==> src/rtl/meas_mux_pkg.sv <==
// Package: shared state, role types and encodings for the measurement
// multiplexer sequence controller.
package meas_mux_pkg;

    // Sequencer states
    typedef enum logic [1:0] {
        ST_IDLE = 2'd0,   // waiting for an arming pulse
        ST_ARM  = 2'd1,   // arming pulse high
        ST_GAP  = 2'd2,   // timing the low gap after arming
        ST_RUN  = 2'd3    // normal stepping
    } seq_state_t;

    // Role on the shared output bus
    typedef enum logic [1:0] {
        ROLE_A    = 2'd0,
        ROLE_SOLO = 2'd1,
        ROLE_B    = 2'd2
    } role_t;

    // Enable code that permits operation
    localparam logic [1:0] EN_FULL = 2'b00;

    // Map the three-level mode code onto a role
    function automatic role_t decode_role(input logic [1:0] code);
        case (code)
            2'b00:   return ROLE_A;
            2'b10:   return ROLE_B;
            default: return ROLE_SOLO;
        endcase
    endfunction

endpackage

==> src/rtl/meas_mux_sync.sv <==
// Module: multi-stage synchronizer for asynchronous, level-type inputs.
// Assumes STAGES >= 2. All stages clear to zero on reset.
module meas_mux_sync #(
    parameter int WIDTH  = 1,
    parameter int STAGES = 2
) (
    input  logic             clk,
    input  logic             rst_n,
    input  logic [WIDTH-1:0] din,
    output logic [WIDTH-1:0] dout
);

    logic [STAGES-1:0][WIDTH-1:0] pipe;

    // Shift the input through the flop chain
    always_ff @(posedge clk) begin
        if (!rst_n) begin
            pipe <= '0;
        end else begin
            pipe <= {pipe[STAGES-2:0], din};
        end
    end

    assign dout = pipe[STAGES-1];

endmodule

==> src/rtl/meas_mux_level_timer.sv <==
// Module: detects edges of the synchronized strobe and counts the clock
// cycles the current level has lasted. The count is 1 in the cycle after
// an edge and saturates at all ones. Assumes the input is already
// synchronized.
module meas_mux_level_timer #(
    parameter int CNT_W = 9
) (
    input  logic             clk,
    input  logic             rst_n,
    input  logic             level,
    output logic             rise,
    output logic             fall,
    output logic [CNT_W-1:0] cnt
);

    logic level_d;

    // Remember the previous level for edge detection
    always_ff @(posedge clk) begin
        if (!rst_n) begin
            level_d <= 1'b0;
        end else begin
            level_d <= level;
        end
    end

    assign rise = level & ~level_d;
    assign fall = ~level & level_d;

    // Count cycles at the current level, restarting on each edge
    always_ff @(posedge clk) begin
        if (!rst_n) begin
            cnt <= '0;
        end else if (rise || fall) begin
            cnt <= CNT_W'(1);
        end else if (cnt != '1) begin
            cnt <= cnt + 1'b1;
        end
    end

endmodule

==> src/rtl/meas_mux_chan_count.sv <==
// Module: counts the active channels, i.e. the run of set present flags
// starting at channel 0. The first clear flag ends the run.
// Assumes the flags are synchronized and quasi-static.
module meas_mux_chan_count #(
    parameter int NUM_CH = 4,
    parameter int N_W    = 3
) (
    input  logic [NUM_CH-1:0] present,
    output logic [N_W-1:0]    n_active
);

    logic [NUM_CH-1:0] prefix;

    // Prefix AND chain: a channel counts only if every lower one is present
    for (genvar g = 0; g < NUM_CH; g++) begin : g_prefix
        if (g == 0) begin : g_first
            assign prefix[g] = present[g];
        end else begin : g_rest
            assign prefix[g] = prefix[g-1] & present[g];
        end
    end

    // Population count of the prefix chain
    always_comb begin
        n_active = '0;
        for (int i = 0; i < NUM_CH; i++) begin
            n_active = n_active + N_W'(prefix[i]);
        end
    end

endmodule

==> src/rtl/meas_mux_step_fsm.sv <==
// Module: arming, timeout and step-position state machine.
// A rising edge in idle arms. The falling edge then starts gap timing, and
// a rising edge inside the gap window enters run at position 0. In run,
// each rising edge advances the position modulo the sequence length
// (2N stand-alone, 4N paired). A level held longer than the stuck limit
// returns to idle. Assumes ARM_GAP_MAX < STUCK_LIMIT < 2**CNT_W - 1.
module meas_mux_step_fsm
    import meas_mux_pkg::*;
#(
    parameter int NUM_CH      = 4,
    parameter int ARM_GAP_MIN = 738,
    parameter int ARM_GAP_MAX = 1212,
    parameter int STUCK_LIMIT = 1750000,
    parameter int CNT_W       = 21,
    parameter int N_W         = 3,
    parameter int POS_W       = 4
) (
    input  logic             clk,
    input  logic             rst_n,
    input  logic             hold,
    input  logic             rise,
    input  logic             fall,
    input  logic [CNT_W-1:0] cnt,
    input  logic [N_W-1:0]   n_active,
    input  logic             paired,
    output seq_state_t       state_q,
    output logic [POS_W-1:0] pos_q
);

    localparam int PER_W = POS_W + 1;
    localparam logic [CNT_W-1:0] LIM_MIN   = CNT_W'(ARM_GAP_MIN);
    localparam logic [CNT_W-1:0] LIM_MAX   = CNT_W'(ARM_GAP_MAX);
    localparam logic [CNT_W-1:0] LIM_STUCK = CNT_W'(STUCK_LIMIT);

    seq_state_t       state_d;
    logic [POS_W-1:0] pos_d;
    logic [PER_W-1:0] period;
    logic [PER_W-1:0] pos_inc;
    logic [POS_W-1:0] pos_step;
    logic             any_edge;

    assign any_edge = rise | fall;

    // Sequence length and the wrapped next position
    always_comb begin
        period  = paired ? (PER_W'(n_active) << 2) : (PER_W'(n_active) << 1);
        pos_inc = PER_W'(pos_q) + 1'b1;
        if (pos_inc >= period) begin
            pos_step = '0;
        end else begin
            pos_step = POS_W'(pos_inc);
        end
    end

    // Next-state decision
    always_comb begin
        state_d = state_q;
        pos_d   = pos_q;
        if (hold) begin
            state_d = ST_IDLE;
            pos_d   = '0;
        end else begin
            unique case (state_q)
                ST_IDLE: begin
                    if (rise) state_d = ST_ARM;
                end
                ST_ARM: begin
                    if (fall) begin
                        state_d = ST_GAP;
                    end else if (cnt >= LIM_STUCK) begin
                        state_d = ST_IDLE;
                    end
                end
                ST_GAP: begin
                    if (rise) begin
                        if (cnt >= LIM_MIN && cnt <= LIM_MAX) begin
                            state_d = ST_RUN;
                            pos_d   = '0;
                        end else begin
                            state_d = ST_ARM;
                        end
                    end else if (cnt > LIM_MAX) begin
                        state_d = ST_IDLE;
                    end
                end
                ST_RUN: begin
                    if (rise) begin
                        pos_d = pos_step;
                    end else if (!any_edge && cnt >= LIM_STUCK) begin
                        state_d = ST_IDLE;
                        pos_d   = '0;
                    end
                end
                default: state_d = ST_IDLE;
            endcase
        end
    end

    // State and position registers
    always_ff @(posedge clk) begin
        if (!rst_n) begin
            state_q <= ST_IDLE;
            pos_q   <= '0;
        end else begin
            state_q <= state_d;
            pos_q   <= pos_d;
        end
    end

endmodule

==> src/rtl/meas_mux_seq.sv <==
// Module: top of the measurement multiplexer sequence controller.
// Synchronizes the strobe and present flags, times strobe levels, runs the
// step state machine, and decodes the position into channel index,
// voltage/current select and drive enable for this device's role.
// Assumes mode_code and en_state are quasi-static; en_state acts at the
// next clock edge.
module meas_mux_seq
    import meas_mux_pkg::*;
#(
    parameter int NUM_CH      = 4,
    parameter int ARM_GAP_MIN = 738,
    parameter int ARM_GAP_MAX = 1212,
    parameter int STUCK_LIMIT = 1750000,
    parameter int SYNC_STAGES = 2,
    localparam int IDX_W      = (NUM_CH > 1) ? $clog2(NUM_CH) : 1
) (
    input  logic              clk,
    input  logic              rst_n,
    input  logic              mux_strobe,
    input  logic [1:0]        mode_code,
    input  logic [1:0]        en_state,
    input  logic [NUM_CH-1:0] ch_present,
    output logic [IDX_W-1:0]  ch_idx,
    output logic              sel_current,
    output logic              drive_en
);

    localparam int N_W   = $clog2(NUM_CH + 1);
    localparam int POS_W = $clog2(4 * NUM_CH);
    localparam int PER_W = POS_W + 1;
    localparam int CNT_W = $clog2(STUCK_LIMIT + 2);

    logic              strobe_s;
    logic [NUM_CH-1:0] present_s;
    logic              strobe_rise;
    logic              strobe_fall;
    logic              strobe_edge;
    logic [CNT_W-1:0]  level_cnt;
    logic [N_W-1:0]    n_active;
    seq_state_t        seq_state;
    logic [POS_W-1:0]  seq_pos;
    role_t             role;
    logic              hold;
    logic              paired;

    assign role        = decode_role(mode_code);
    assign paired      = (role != ROLE_SOLO);
    assign hold        = (en_state != EN_FULL);
    assign strobe_edge = strobe_rise | strobe_fall;

    meas_mux_sync #(.WIDTH(1), .STAGES(SYNC_STAGES)) u_sync_strobe (
        .clk   (clk),
        .rst_n (rst_n),
        .din   (mux_strobe),
        .dout  (strobe_s)
    );

    meas_mux_sync #(.WIDTH(NUM_CH), .STAGES(SYNC_STAGES)) u_sync_present (
        .clk   (clk),
        .rst_n (rst_n),
        .din   (ch_present),
        .dout  (present_s)
    );

    meas_mux_level_timer #(.CNT_W(CNT_W)) u_timer (
        .clk   (clk),
        .rst_n (rst_n),
        .level (strobe_s),
        .rise  (strobe_rise),
        .fall  (strobe_fall),
        .cnt   (level_cnt)
    );

    meas_mux_chan_count #(.NUM_CH(NUM_CH), .N_W(N_W)) u_count (
        .present  (present_s),
        .n_active (n_active)
    );

    meas_mux_step_fsm #(
        .NUM_CH      (NUM_CH),
        .ARM_GAP_MIN (ARM_GAP_MIN),
        .ARM_GAP_MAX (ARM_GAP_MAX),
        .STUCK_LIMIT (STUCK_LIMIT),
        .CNT_W       (CNT_W),
        .N_W         (N_W),
        .POS_W       (POS_W)
    ) u_fsm (
        .clk      (clk),
        .rst_n    (rst_n),
        .hold     (hold),
        .rise     (strobe_rise),
        .fall     (strobe_fall),
        .cnt      (level_cnt),
        .n_active (n_active),
        .paired   (paired),
        .state_q  (seq_state),
        .pos_q    (seq_pos)
    );

    logic [PER_W-1:0] pos_ext;
    logic [PER_W-1:0] half_len;
    logic [PER_W-1:0] local_pos;
    logic             in_b_half;
    logic             owns;
    logic             drive;

    // Decode position into this device's half and local step
    always_comb begin
        pos_ext   = PER_W'(seq_pos);
        half_len  = PER_W'(n_active) << 1;
        in_b_half = (pos_ext >= half_len);
        local_pos = in_b_half ? (pos_ext - half_len) : pos_ext;
        unique case (role)
            ROLE_A:  owns = !in_b_half;
            ROLE_B:  owns = in_b_half;
            default: owns = 1'b1;
        endcase
        drive = (seq_state == ST_RUN) && (n_active != '0) && owns
                && (local_pos < half_len);
    end

    assign drive_en    = drive;
    assign ch_idx      = drive ? local_pos[IDX_W:1] : '0;
    assign sel_current = drive & local_pos[0];

endmodule

==> config.mk <==
export PLATFORM = sky130hd
export DESIGN_NAME = meas_mux_seq
export DESIGN_NICKNAME = d
export VERILOG_FILES = /design/src/rtl/meas_mux_pkg.sv /design/src/rtl/meas_mux_sync.sv /design/src/rtl/meas_mux_level_timer.sv /design/src/rtl/meas_mux_chan_count.sv /design/src/rtl/meas_mux_step_fsm.sv /design/src/rtl/meas_mux_seq.sv
export SDC_FILE = /design/constraint.sdc
export NUM_CORES = 1
export LEC_CHECK = 0
export ABC_CLOCK_PERIOD_IN_PS = 3300
export BUFFER_PORTS_ARGS = -buffer_cell sky130_fd_sc_hd__buf_4
export CAP_MARGIN = 30
export CELL_PAD_IN_SITES_DETAIL_PLACEMENT = 1
export CELL_PAD_IN_SITES_GLOBAL_PLACEMENT = 2
export CORE_ASPECT_RATIO = 0.8
export CORE_UTILIZATION = 33
export DETAILED_ROUTE_END_ITERATION = 8
export GPL_TIMING_DRIVEN = 0
export PLACE_DENSITY_LB_ADDON = 0.1
export RECOVER_POWER = 25
export SLEW_MARGIN = 20
export SYNTH_ARGS = -nofsm -noshare
export SYNTH_HDL_FRONTEND = slang
export SYNTH_SLANG_ARGS = --single-unit
==> constraint.sdc <==
create_clock -name clk -period 3.3 [get_ports clk]
set_input_delay 0.165 -clock clk [delete_from_list [all_inputs] [get_ports clk]]
set_output_delay 0.165 -clock clk [all_outputs]
set_load 0.03 [all_outputs]
==> results of run 1 <==
[area by class of cell]
type                    count  area [sq um]  area share [%]
plain buffers              11          61.3            2.08
clock buffers               5          68.8            2.34
clock inverters             3          68.8            2.34
inverters                  18          71.3            2.42
multi-input cells         214          1590            54.1
flip-flops and latches     38           763            25.9
well taps                  84           105            3.57
repair buffers             25           211            7.19
[cells in the final DEF (no fill, tap or decap), drive strengths merged, types with 2 or more instances in the layout]
master	synthesis	layout
xnor2	10	10
o21ai	8	8
nor3	11	11
dfxtp	38	38
buf	6	30
nand2	21	21
mux2	3	3
nand4	10	10
fa	2	2
a211oi	2	2
or4	2	2
clkbuf	5	11
nand3	16	16
a21boi	3	3
a31oi	4	4
ha	15	15
nor4	6	6
or3	3	3
nand2b	4	4
nor2	33	33
nor2b	3	3
a21oi	12	12
and4b	2	2
inv	18	17
bufinv	0	2
xor2	10	10
and3	2	2
and2	15	15
[state kept, by name, summed over array words and instances, names as in the netlist]
name and count:
u_timer.cnt 21, u_fsm.pos_q 4, u_sync_present.dout 4, u_sync_present.pipe 4, u_fsm.state_q 2, u_sync_strobe.dout 1
u_sync_strobe.pipe 1, u_timer.level_d 1
[what timing repair did]
| item | CTS | global route |
|---|---|---|
| gates resized for setup | 11 | 8 |
| pin swaps | 10 | 9 |
| endpoints found under the hold margin | 0 | 0 |
| endpoints found under the setup margin | 4 | 4 |
| buffers inserted | 6 | 5 |
[path summary, 6_finish.rpt]
path	start	to	slack (ps)
worst max-delay path	u_sync_present.dout[1]$_SDFF_PN0_	ch_idx[1]	-520
worst min-delay path	ch_present[0]	u_sync_present.pipe[0]$_SDFF_PN0_	80
worst max register to register	u_sync_present.dout[1]$_SDFF_PN0_	u_fsm.pos_q[3]$_SDFFE_PP0P_	300
worst min register to register	u_sync_present.pipe[2]$_SDFF_PN0_	u_sync_present.dout[2]$_SDFF_PN0_	440
[logic make-up after synthesis]
kind of cell | share of synthesized area [%]
and+or+nand+nor | 30.1
AOI/OAI and AO/OA | 11.6
DFF | 33.2
buffers and inverters | 5.63
xor gates and xnor gates | 7.65
adders and majority gates | 9.95
muxes | 1.91
[power groups by stage]
stage / Clock, mW / Combinational [mW] / Sequential, mW
CTS: 0.498 / 0.0778 / 0.475
finish: 0.484 / 0.0865 / 0.475
detailed placement: 0 / 0.0731 / 0.486
global placement: 0 / 0.0718 / 0.486
floorplan: 0 / 0.0501 / 0.484
global route: 0.516 / 0.0977 / 0.477
[metrics by stage]
stage	utilization, %	hold WS (ps)
final	45.0	76.3
after global routing	45.0	66.4
after CTS	43.7	70.8
after detailed placement	40.1	378
after global placement	40.1	376
after floorplan	-	292
[layer usage]
metal  up-vias  wire length, um  GRT usage, %
met5         -                0             0
met4         0               46          3.18
met3         5              147          3.59
met2        19             2420          23.5
met1       997             3290          28.6
li1       1042                -             -
==> results.toml, run 1 <==
[hold_path]
hold_path.class = "input pin to flip-flop"
hold_path_depth = 2

[route]
drt-pass1-iter-count = 4
postRouteAntennaNets = 0
wl_per_cell_um = 14.8
drt_iter0_markers = 68
drc_errors = 0
finalWirelength_um = 5910
dr_total_vias = 2063
via_per_inst = 5.18

[yosys]
synth_fp_nets = 309
yosysMostFrequentCell = "dfxtp_1"
synth_seq_cells = 38
ys_types = 51
synthDominantCellAreaShare_pct = 33.2
postSynthAreaPerCell_sq_um = 8.15
async_reset_ff_share_pct = 0
synthFlopType = "dfxtp_1"
synthTopCellsByArea = "dfxtp_1, ha_1, nor2_1"
synth-edff-count = 0
yosys_warnings = 0
seq_area_frac_synth_pct = 33.2
yosysTopAreaCell = "dfxtp_1"
synth_top_cells_by_count = "dfxtp_1, nor2_1, nand2_1"
netlist_instances = 281
synth_area_sq_mm = 0.00229

[worst_setup_path]
critPathMaxFanout = 4
crit_chain = "and2_4, nand2_4, fa_2, inv_2, ha_4, xnor2_4, ha_4, a21oi_4, fa_2, inv_2, a41o_4, mux2_4, ha_4, o21ai_4, a21oi_4, nor2_4, and2_4, buf_6"
worstSetupPathType = "flip-flop to output port"
crit_path_end_kind = "output port"
timing.critical_path.mode_cell = "ha_4"
arrival_ps = 3660
reg2reg_depth = 14
slowest_delay_ps = 380
required_ps = 3130
crit_cells = 18
worstSetupStartpointType = "flip-flop"
cp_top_family = "adder cells"
cp_num_buf_inv = 3
slowest_stage = "fa_2"

[clock_network]
ctsRootBufferMaster = "clkbuf_8"
cts_sinks = 38
postCtsHoldBufs = 0
numCtsBuffers = 5
clk_path_buf_depth = 2
h-tree-depth = 2
cts_tree = "built"
clk-insertion-delay-late_ps = 290
clk_pin_slew_ps = 80

[placed_design]
gp_congestion = 0.781
place_hpwl_um = 4250
dp_slack_ps = -493
port_buffers = 14
numPlacedInstances = 379
postPlaceCellArea_sq_mm = 0.00262

[power_and_ir_drop]
seq_power_share_pct = 45.4
switching_share_pct = 22.3
p_leak_nw = 1.10
finalPower_mw = 1.05
p_comb_share_pct = 8.3
p_sw_mw = 0.234
internal_power_mw = 0.812
p_per_area_mw_per_mm2 = 356
ir_drop_mv = 0.218
clkPwrFrac_pct = 46.3

[status]
status = "finished with violations"
violations = "setup timing"

[cells_and_area]
area_growth_syn_to_layout_pct = 28.5
fillerInstances = 770
stdcell_count = 398
final_nets = 341
drive_gt1_share_pct = 24.5
design_area_sq_mm = 0.00294
diodes = 0

[sta]
setup_viol = 4
timing.setup.tns_ps = -2040
finalCritPeriodShare_pct = 116
fmax_mhz = 262
tightest_slew_ps = 555
fin_ws_ps = -521
hold_violations = 0
fin_crit_ps = 3820
rsz0062_at_grt = "true"
skew_ps = 6.79
maxSlewHeadroom_pct = 62.7
finalMaxSlewViolations = 0

[flow_run]
drv_cap = 0

[floorplan]
die-height_um = 76.5
initial_core_util_pct = 35.0
fp.dieW_um = 95.1
io_pins = 15
core_area_sq_mm = 0.00654
fp-row-count = 26
die_area_sq_mm = 0.00728

[global_route]
grt_pass1_vias = 1916
grt.total_usage_pct = 17.7
grt_max_degree = 14
antenna_found_initial = 0
grt-ovfl-total = 0
grt_first_pass_wirelength_um = 9980
No activity file was read; power rests on OpenSTA's default activity.
==> run 2, diff against run 1 <==
Settings changed: CORE_UTILIZATION 33 to 34, CTS_BUF_LIST set to sky130_fd_sc_hd__clkbuf_8.
==> results.toml, run 2 (synthesized netlist as in run 1, its figures left out) <==
[global_route]
grt.total_usage_pct = 18.4
grt_first_pass_wirelength_um = 9900
grt_max_degree = 14
grt_pass1_vias = 1967
grt-ovfl-total = 0
antenna_found_initial = 0

[floorplan]
fp-row-count = 26
io_pins = 15
initial_core_util_pct = 35.5
core_area_sq_mm = 0.00644
die_area_sq_mm = 0.00707
die-height_um = 75.4
fp.dieW_um = 93.8

[route]
postRouteAntennaNets = 0
finalWirelength_um = 6040
via_per_inst = 5.17
drt_iter0_markers = 76
drt-pass1-iter-count = 4
dr_total_vias = 2049
wl_per_cell_um = 15.3
drc_errors = 0

[power_and_ir_drop]
p_comb_share_pct = 8.3
p_per_area_mw_per_mm2 = 334
seq_power_share_pct = 49.3
p_leak_nw = 1.05
switching_share_pct = 24.5
clkPwrFrac_pct = 42.4
finalPower_mw = 0.964
internal_power_mw = 0.729
ir_drop_mv = 0.193
p_sw_mw = 0.236

[worst_setup_path]
timing.rr.start = "u_sync_present.dout[0]$_SDFF_PN0_"
regToRegEndpoint = "u_fsm.pos_q[3]$_SDFFE_PP0P_"
critPathMaxFanout = 4
worstSetupStartpointType = "flip-flop"
rrSetupSlack_ps = 230
required_ps = 3130
worstSetupPathType = "flip-flop to output port"
reg2reg_depth = 14
arrival_ps = 3740
crit_path_end_kind = "output port"

[clock_network]
cts_sinks = 38
h-tree-depth = 2
clk_pin_slew_ps = 80
clk_path_buf_depth = 2
ctsRootBufferMaster = "clkbuf_8"
cts_tree = "built"
clk-insertion-delay-late_ps = 300
numCtsBuffers = 5
postCtsHoldBufs = 0

[placed_design]
postPlaceCellArea_sq_mm = 0.00262
place_hpwl_um = 4500
port_buffers = 14
gp_congestion = 0.799
dp_slack_ps = -488

[cells_and_area]
regMostFlops = "u_timer.cnt"
final_cell_mix = "dfxtp_1, nor2_1, buf_4"
drive_gt1_share_pct = 24.0
post-route-util_pct = 44.9
diodes = 0
mostFrequentLayoutCell = "dfxtp_1"
area_growth_syn_to_layout_pct = 26.3
final_nets = 339
largest_reg_flops = 21
fillerInstances = 770
design_area_sq_mm = 0.00289

[hold_path]
hold_path.class = "input pin to flip-flop"
hold_end = "u_sync_strobe.pipe[0]$_SDFF_PN0_"
hold_path_depth = 2
hp-start = "mux_strobe"

[sta]
timing.setup.tns_ps = -2180
tightest_slew_ps = 661
setup_viol = 4
hold_violations = 0
fmax_mhz = 256
fin_ws_ps = -600
rsz0062_at_grt = "true"
fin_crit_ps = 3900
finalMaxSlewViolations = 0
finalCritPeriodShare_pct = 118
skew_ps = 5.97
maxSlewHeadroom_pct = 55.6

[status]
status = "finished with violations"
violations = "setup timing"

[flow_run]
drv_cap = 0
## run 2: layout make-up
cell class	instances	area [sq um]	share of cell area [%]
Timing Repair Buffer	23	184	6.36
Buffer	11	61.3	2.12
Sequential cell	38	762	26.4
Multi-Input combinational cell	214	1590	55.1
Inverter	18	71.3	2.47
Tap cell	84	105	3.63
Clock buffer	5	68.8	2.38
Clock inverter	3	45.0	1.56
## run 2: worst max path at each step
stage | from | endpoint | slack, ps | depth (start not counted)
global route | u_sync_present.dout[0]$_SDFF_PN0_ | sel_current | -770 | 19
CTS | u_sync_present.dout[0]$_SDFF_PN0_ | ch_idx[1] | -590 | 18
finish | u_sync_present.dout[0]$_SDFF_PN0_ | ch_idx[1] | -600 | 18
global placement | u_sync_present.dout[1]$_SDFF_PN0_ | ch_idx[1] | -430 | 18
detailed placement | u_sync_present.dout[1]$_SDFF_PN0_ | ch_idx[1] | -490 | 18
floorplan | u_sync_present.dout[1]$_SDFF_PN0_ | ch_idx[1] | -250 | 17
## run 2: per-layer routing
metal | wire length [um] | vias to the layer above | GRT usage (%)
li1 | - | 1042 | -
met1 | 3370 | 973 | 27.3
met2 | 2480 | 29 | 27.3
met3 | 148 | 5 | 3.29
met4 | 46 | 0 | 5.13
met5 | 0 | - | 0
## run 2: per-stage QoR
| stage | instances | hold WS (ps) |
|---|---|---|
| finish | 396 | 77.0 |
| global route | 396 | 70.2 |
| CTS | 395 | 64.9 |
| detailed placement | 379 | 378 |
| global placement | 379 | 373 |
| floorplan | 281 | 292 |
## run 2: critical path, stage by stage (launching register included)
cell and delay (ps):
dfxtp_2 330, and2_4 170, nand3_4 80, fa_2 390, inv_2 70, ha_4 210, xnor2_4 140, ha_4 170
a21oi_4 120, fa_2 220, inv_2 40, a41o_4 260, mux2_4 340, ha_4 280, o21ai_4 60, a21oi_4 220
nor2_4 60, and2_4 140, buf_6 130
## run 2: power groups by stage
| stage | Clock [mW] | Combinational [mW] | Sequential (mW) |
|---|---|---|---|
| 6_report | 0.409 | 0.0800 | 0.476 |
| 5_1_grt | 0.450 | 0.0898 | 0.478 |
| 4_1_cts | 0.425 | 0.0778 | 0.475 |
| 3_5_place_dp | 0 | 0.0741 | 0.486 |
| 3_3_place_gp | 0 | 0.0720 | 0.486 |
| 2_1_floorplan | 0 | 0.0501 | 0.484 |
## run 2: what timing repair did
item,4_1_cts,5_1_grt
setup endpoints to repair,4,4
pin swaps,6,8
gates resized for setup,9,10
setup buffers,8,1
